===== src/rtl/sar_stage_chain.sv =====
module sar_stage_chain #(
   parameter int unsigned W = 8
) (
   input  logic         clk,
   input  logic         rst_n,
   output logic [W-1:0] sel,
   output logic         done
);
   // sel is one-hot on the bit under test; all zero once done
   always_ff @(posedge clk) begin
      if (!rst_n) begin
         sel  <= {1'b1, {(W-1){1'b0}}};
         done <= 1'b0;
      end else if (!done) begin
         sel  <= sel >> 1;
         done <= sel[0];
      end
   end
endmodule


===== src/rtl/sar_code_reg.sv =====
module sar_code_reg #(
   parameter int unsigned W = 8
) (
   input  logic         clk,
   input  logic         rst_n,
   input  logic         comp,
   input  logic [W-1:0] sel,
   output logic [W-1:0] code
);
   for (genvar i = 0; i < W; i++) begin : g_bit
      if (i == W - 1) begin : g_top
         // top bit: preset to 1, never receives a trial from above
         always_ff @(posedge clk) begin
            if (!rst_n)      code[i] <= 1'b1;
            else if (sel[i]) code[i] <= comp;
         end
      end else begin : g_low
         always_ff @(posedge clk) begin
            if (!rst_n)          code[i] <= 1'b0;
            else if (sel[i])     code[i] <= comp;
            else if (sel[i + 1]) code[i] <= 1'b1;
         end
      end
   end
endmodule


===== src/rtl/sar_logic.sv =====
module sar_logic #(
   parameter int unsigned W = 8
) (
   input  logic         clk,
   input  logic         rst_n,
   input  logic         comp,
   output logic [W-1:0] code,
   output logic         eoc
);
   localparam int unsigned STAGES = W;

   if (W < 2 || W > 32) begin : g_bad_width
      $error("sar_logic: W must be between 2 and 32");
   end

   logic [STAGES-1:0] sel;
   logic              done;

   sar_stage_chain #(.W(STAGES)) u_chain (
      .clk   (clk),
      .rst_n (rst_n),
      .sel   (sel),
      .done  (done)
   );

   sar_code_reg #(.W(W)) u_code (
      .clk   (clk),
      .rst_n (rst_n),
      .comp  (comp),
      .sel   (sel),
      .code  (code)
   );

   assign eoc = done;
endmodule


===== config.mk =====
export PLATFORM = sky130hd
export DESIGN_NAME = sar_logic
export DESIGN_NICKNAME = d
export VERILOG_FILES = /design/src/rtl/sar_stage_chain.sv /design/src/rtl/sar_code_reg.sv /design/src/rtl/sar_logic.sv
export SDC_FILE = /design/constraint.sdc
export NUM_CORES = 1
export LEC_CHECK = 0
export ABC_CLOCK_PERIOD_IN_PS = 1050
export BUFFER_PORTS_ARGS = -buffer_cell sky130_fd_sc_hd__buf_2
export CAP_MARGIN = 25
export CORE_AREA = 3 3 40 42
export DETAILED_ROUTE_END_ITERATION = 12
export DIE_AREA = 0 0 43 45
export GPL_TIMING_DRIVEN = 0
export HOLD_SLACK_MARGIN = 0.05
export PLACE_DENSITY = 0.75
export SETUP_SLACK_MARGIN = 0.3
export SYNTH_ARGS = -nofsm -noshare
export SYNTH_HDL_FRONTEND = slang
export SYNTH_SLANG_ARGS = --single-unit

===== constraint.sdc =====
create_clock -name clk -period 1.05 [get_ports clk]
set_input_delay 0.0525 -clock clk [delete_from_list [all_inputs] [get_ports clk]]
set_output_delay 0.0525 -clock clk [all_outputs]
set_load 0.01 [all_outputs]

After elaboration in Yosys (flattened, before gate mapping). Index checks and enable logic that the tools add are counted. Widths: inputs -> output; s select.

Flip-flop bits (word level): 17. Memory bits (read-only): 0. Memory bits (writable): 0. Logic and storage cells: 32. Bits in latches: 0. Input bits: 3. Memories kept: 0.

Divide/modulo/power cells: 0. Shifts and indexed selects: 0. $mul: 0. Order comparisons: 0. Reductions and logical operators: 7. Multiplexer cells: 15. $add $sub $neg: 0. Bitwise logic cells: 0. Equality and inequality tests: 0.

Operators by type and width (count): $mux 1 (15); $reduce_bool 2->1 (7).

Longest topological paths before layout.
Depth in word-level cells: 2. Mapped depth: 3.

Cells and area by module. A second synthesis with hierarchy kept.

Cell total of the unflattened synthesis: 52. Area, all modules: 614.3 um^2.

Modules (own cells, without submodules): sar_stage_chain (area each 320.3 um^2, instances 1, cells each 27); sar_code_reg (area each 294.0 um^2, instances 1, cells each 25).

Least setup slack after synthesis. OpenSTA, ideal clock, no wires.

Path type: register -> register. Start point: reg u_chain.done. End point: reg u_chain.sel[1]. Setup slack: 183 ps. Clock period less this slack: 867 ps. Setup time: 116 ps. Arrival time: 751 ps. Stages on the path, launching flop included: 4. Cell sequence: dfxtp_1 -> buf_6 -> mux2i_1 -> nor2b_1.

RTL lines: start, declared (line sar_stage_chain.sv:7) `output logic done`; start signal, assigned (line sar_stage_chain.sv:16) `done <= sel[0];`; end signal, assigned (line sar_stage_chain.sv:12) `sel <= {1'b1, {(W-1){1'b0}}};`; end signal, assigned (line sar_stage_chain.sv:15) `sel <= sel >> 1;`; end, declared (line sar_stage_chain.sv:6) `output logic [W-1:0] sel,`.

==> metrics <==
register bit count reported by yosys=17; die outline area=just under 2000 um2; Vias per Instance=4.98; detailed-route DRC error count=0; weighted congestion at the end of routability-driven global placement=0.678; Worst setup SP type=flip-flop; Worst Reg-to-Reg Cells=3; slack of the worst reg-to-reg path=0.22 ns; number of pins exceeding their max-slew limit in the final report=0; Syn. warnings=0; number of buffers created by CTS=3; global-route usage over all layers=0.132; Bufs on Longest Clock Path=2; Detailed Routing Iterations Pass 1=2; number of distinct library cells after synthesis=8; worst setup path category=flip-flop to flip-flop; Slew HR=0.916; later-pin clock latency in the skew report=0.28 ns; synthesized area per cell=approximately 12 um2; initial antenna violation count=0; least setup slack across all paths after layout=0.219 ns; combined area of all synthesized cells=~620 um2; slew of the pin with the lowest slew margin=0.123 ns; share of layout cells above drive strength 1=0.534; capturing element type of the critical path=flip-flop; met1 wire length=522 um; clk sink count=17; number of diodes=0; post-DR wirelength/cell=12.3 um; maximum number of pins on one net before global-route repair=11; Hold Path Origin=rst_n; maximum fanout along the worst path=5; maximum clock skew at final layout=0.00721 ns; vias in the first global route=about 450; shortest period the worst path allows=0.831 ns; CTS tree=done; Worst Setup Slack post-DPL=0.219 ns; total of max-cap violations=0; area added between synthesis and finish=36.4%; Antenna Violating Nets Remaining=0; io pins=12; Final nets=77; register area share after synthesis=0.549; IO buf count=11; quantity of hold-fixing buffers added after cts=0; Hold Path Stages=2; starting DRC count in detailed routing=2; leading cell type in the layout, fill and taps excluded=dfxtp_2; outcome=completed; Detail Route met2 WL=between 500 and 600 um; max frequency=1.20 GHz; worst min path class=input port to flip-flop; Filler Cell Count=115; post-route total power=between 1 and 1.5 mW; cells after synthesis=52; global route overflow=0; total of endpoints with negative setup slack in the final report=0; Final Cycle Share=0.791; half-perimeter wire length after detailed placement=657 um; die extent in y=~45 um; clock-pin transition on the worst setup and hold timing paths=about 0.1 ns; total power per unit cell area=1350 nW/um2; FF-to-FF Start=u_chain.done; initial standard-cell utilization of the core=0.482; root buffer cell=clkbuf_4; top library cells by usage in the layout, fill and taps aside=dfxtp_2 (15), buf_6 (11), mux2i_1 (8); standard cell core area=1280 um2; via count=roughly 440; syn nets=55; reg-to-reg critical path endpoint=u_chain.sel[2]; sum of negative setup slack=0 ns; Die Span X=43 um; Routed Wire Length=1.08 mm; routed wire length on met3=35 um; final-report hold violation count=0; top layer in use=met4; post-route core utilization=0.657; hold path endpoint=u_chain.sel[6]; highest ir drop seen on vdd=1.08 mV; RSZ-0062 raised after global routing=true; wire length of the first global-routing pass=1.86 mm; Worst EP required=1.23 ns; Leak=0.366 nW; CTS H-tree depth=1; Arr. time, crit path=1.01 ns; number of placement rows=13
## stage by stage
step | cells | cell area, um2 | hold slack (ns)
3_5_place_dp | 78 | 696 | 0.381
5_1_grt | 88 | 845 | 0.0668
6_report | 88 | 845 | 0.0683
4_1_cts | 88 | 835 | 0.0651
2_1_floorplan | 52 | 622 | 0.180
3_3_place_gp | 78 | 696 | 0.372
## registers in the layout (all words and copies together) (netlist names)
| register | cells |
|---|---|
| u_chain.done | 1 |
| u_code.code | 8 |
| u_chain.sel | 8 |
## metal layers
| layer | global-route usage | up-vias |
|---|---|---|
| li1 | - | 227 |
| met1 | 0.152 | 201 |
| met5 | 0 | - |
| met3 | 0.0359 | 2 |
| met4 | 0.0723 | 0 |
| met2 | 0.222 | 8 |
## worst max path at each step
stage | startpoint | depth (start not counted) | endpoint | slack (ns)
floorplan | u_chain.done | 3 | u_chain.sel[1] | 0.23
global placement | u_chain.done | 3 | u_chain.sel[3] | 0.23
detailed placement | u_chain.done | 3 | u_chain.sel[1] | 0.22
CTS | u_chain.done | 3 | u_chain.sel[1] | 0.22
global route | u_chain.done | 3 | u_chain.sel[3] | 0.16
finish | u_chain.done | 3 | u_chain.sel[2] | 0.22
## kinds of logic (layout without fill, tap and decap cells)
group,count (synthesis),in the layout,synth area share
and+or+nand+nor,17,17,0.160
DFF,17,17,0.550
buffers and inverters,2,23,0.0364
muxes,8,8,0.129
AOI/OAI and AO/OA,8,8,0.125
## cell usage after synthesis
library cell,n,area share
o311a_1,7,0.11
nor2b_1,7,0.071
dfxtp_1,17,0.55
o21a_1,1,0.012
mux2i_1,8,0.13
nand2b_1,7,0.071
nand2_1,3,0.018
buf_6,2,0.036
## final cells by class
class,count,area [um2],share of cell area
clock buffer,4,26.3,0.0311
buffer,2,22.5,0.0267
timing repair buffer,17,154,0.182
sequential,17,367,0.434
tap,15,18.8,0.0222
multi-input combinational,33,256,0.304
## worst max-delay path: stages (launching register included)
cell and delay, ns:
dfxtp_2 0.36, buf_6 0.13, mux2i_1 0.18, nor2b_1 0.06
## timing repair
item,in CTS,in global routing
setup endpoints to repair,24,25
cloned,1,0
resized for setup,23,4
pin swaps,6,3
buffers inserted,5,0
## power by group
| part | switching (mW) | internal, mW |
|---|---|---|
| clock network | 0.192 | 0.147 |
| registers | 0.0215 | 0.671 |
| logic | 0.0388 | 0.0703 |
Note: power is estimated with default switching activity, not from simulation.
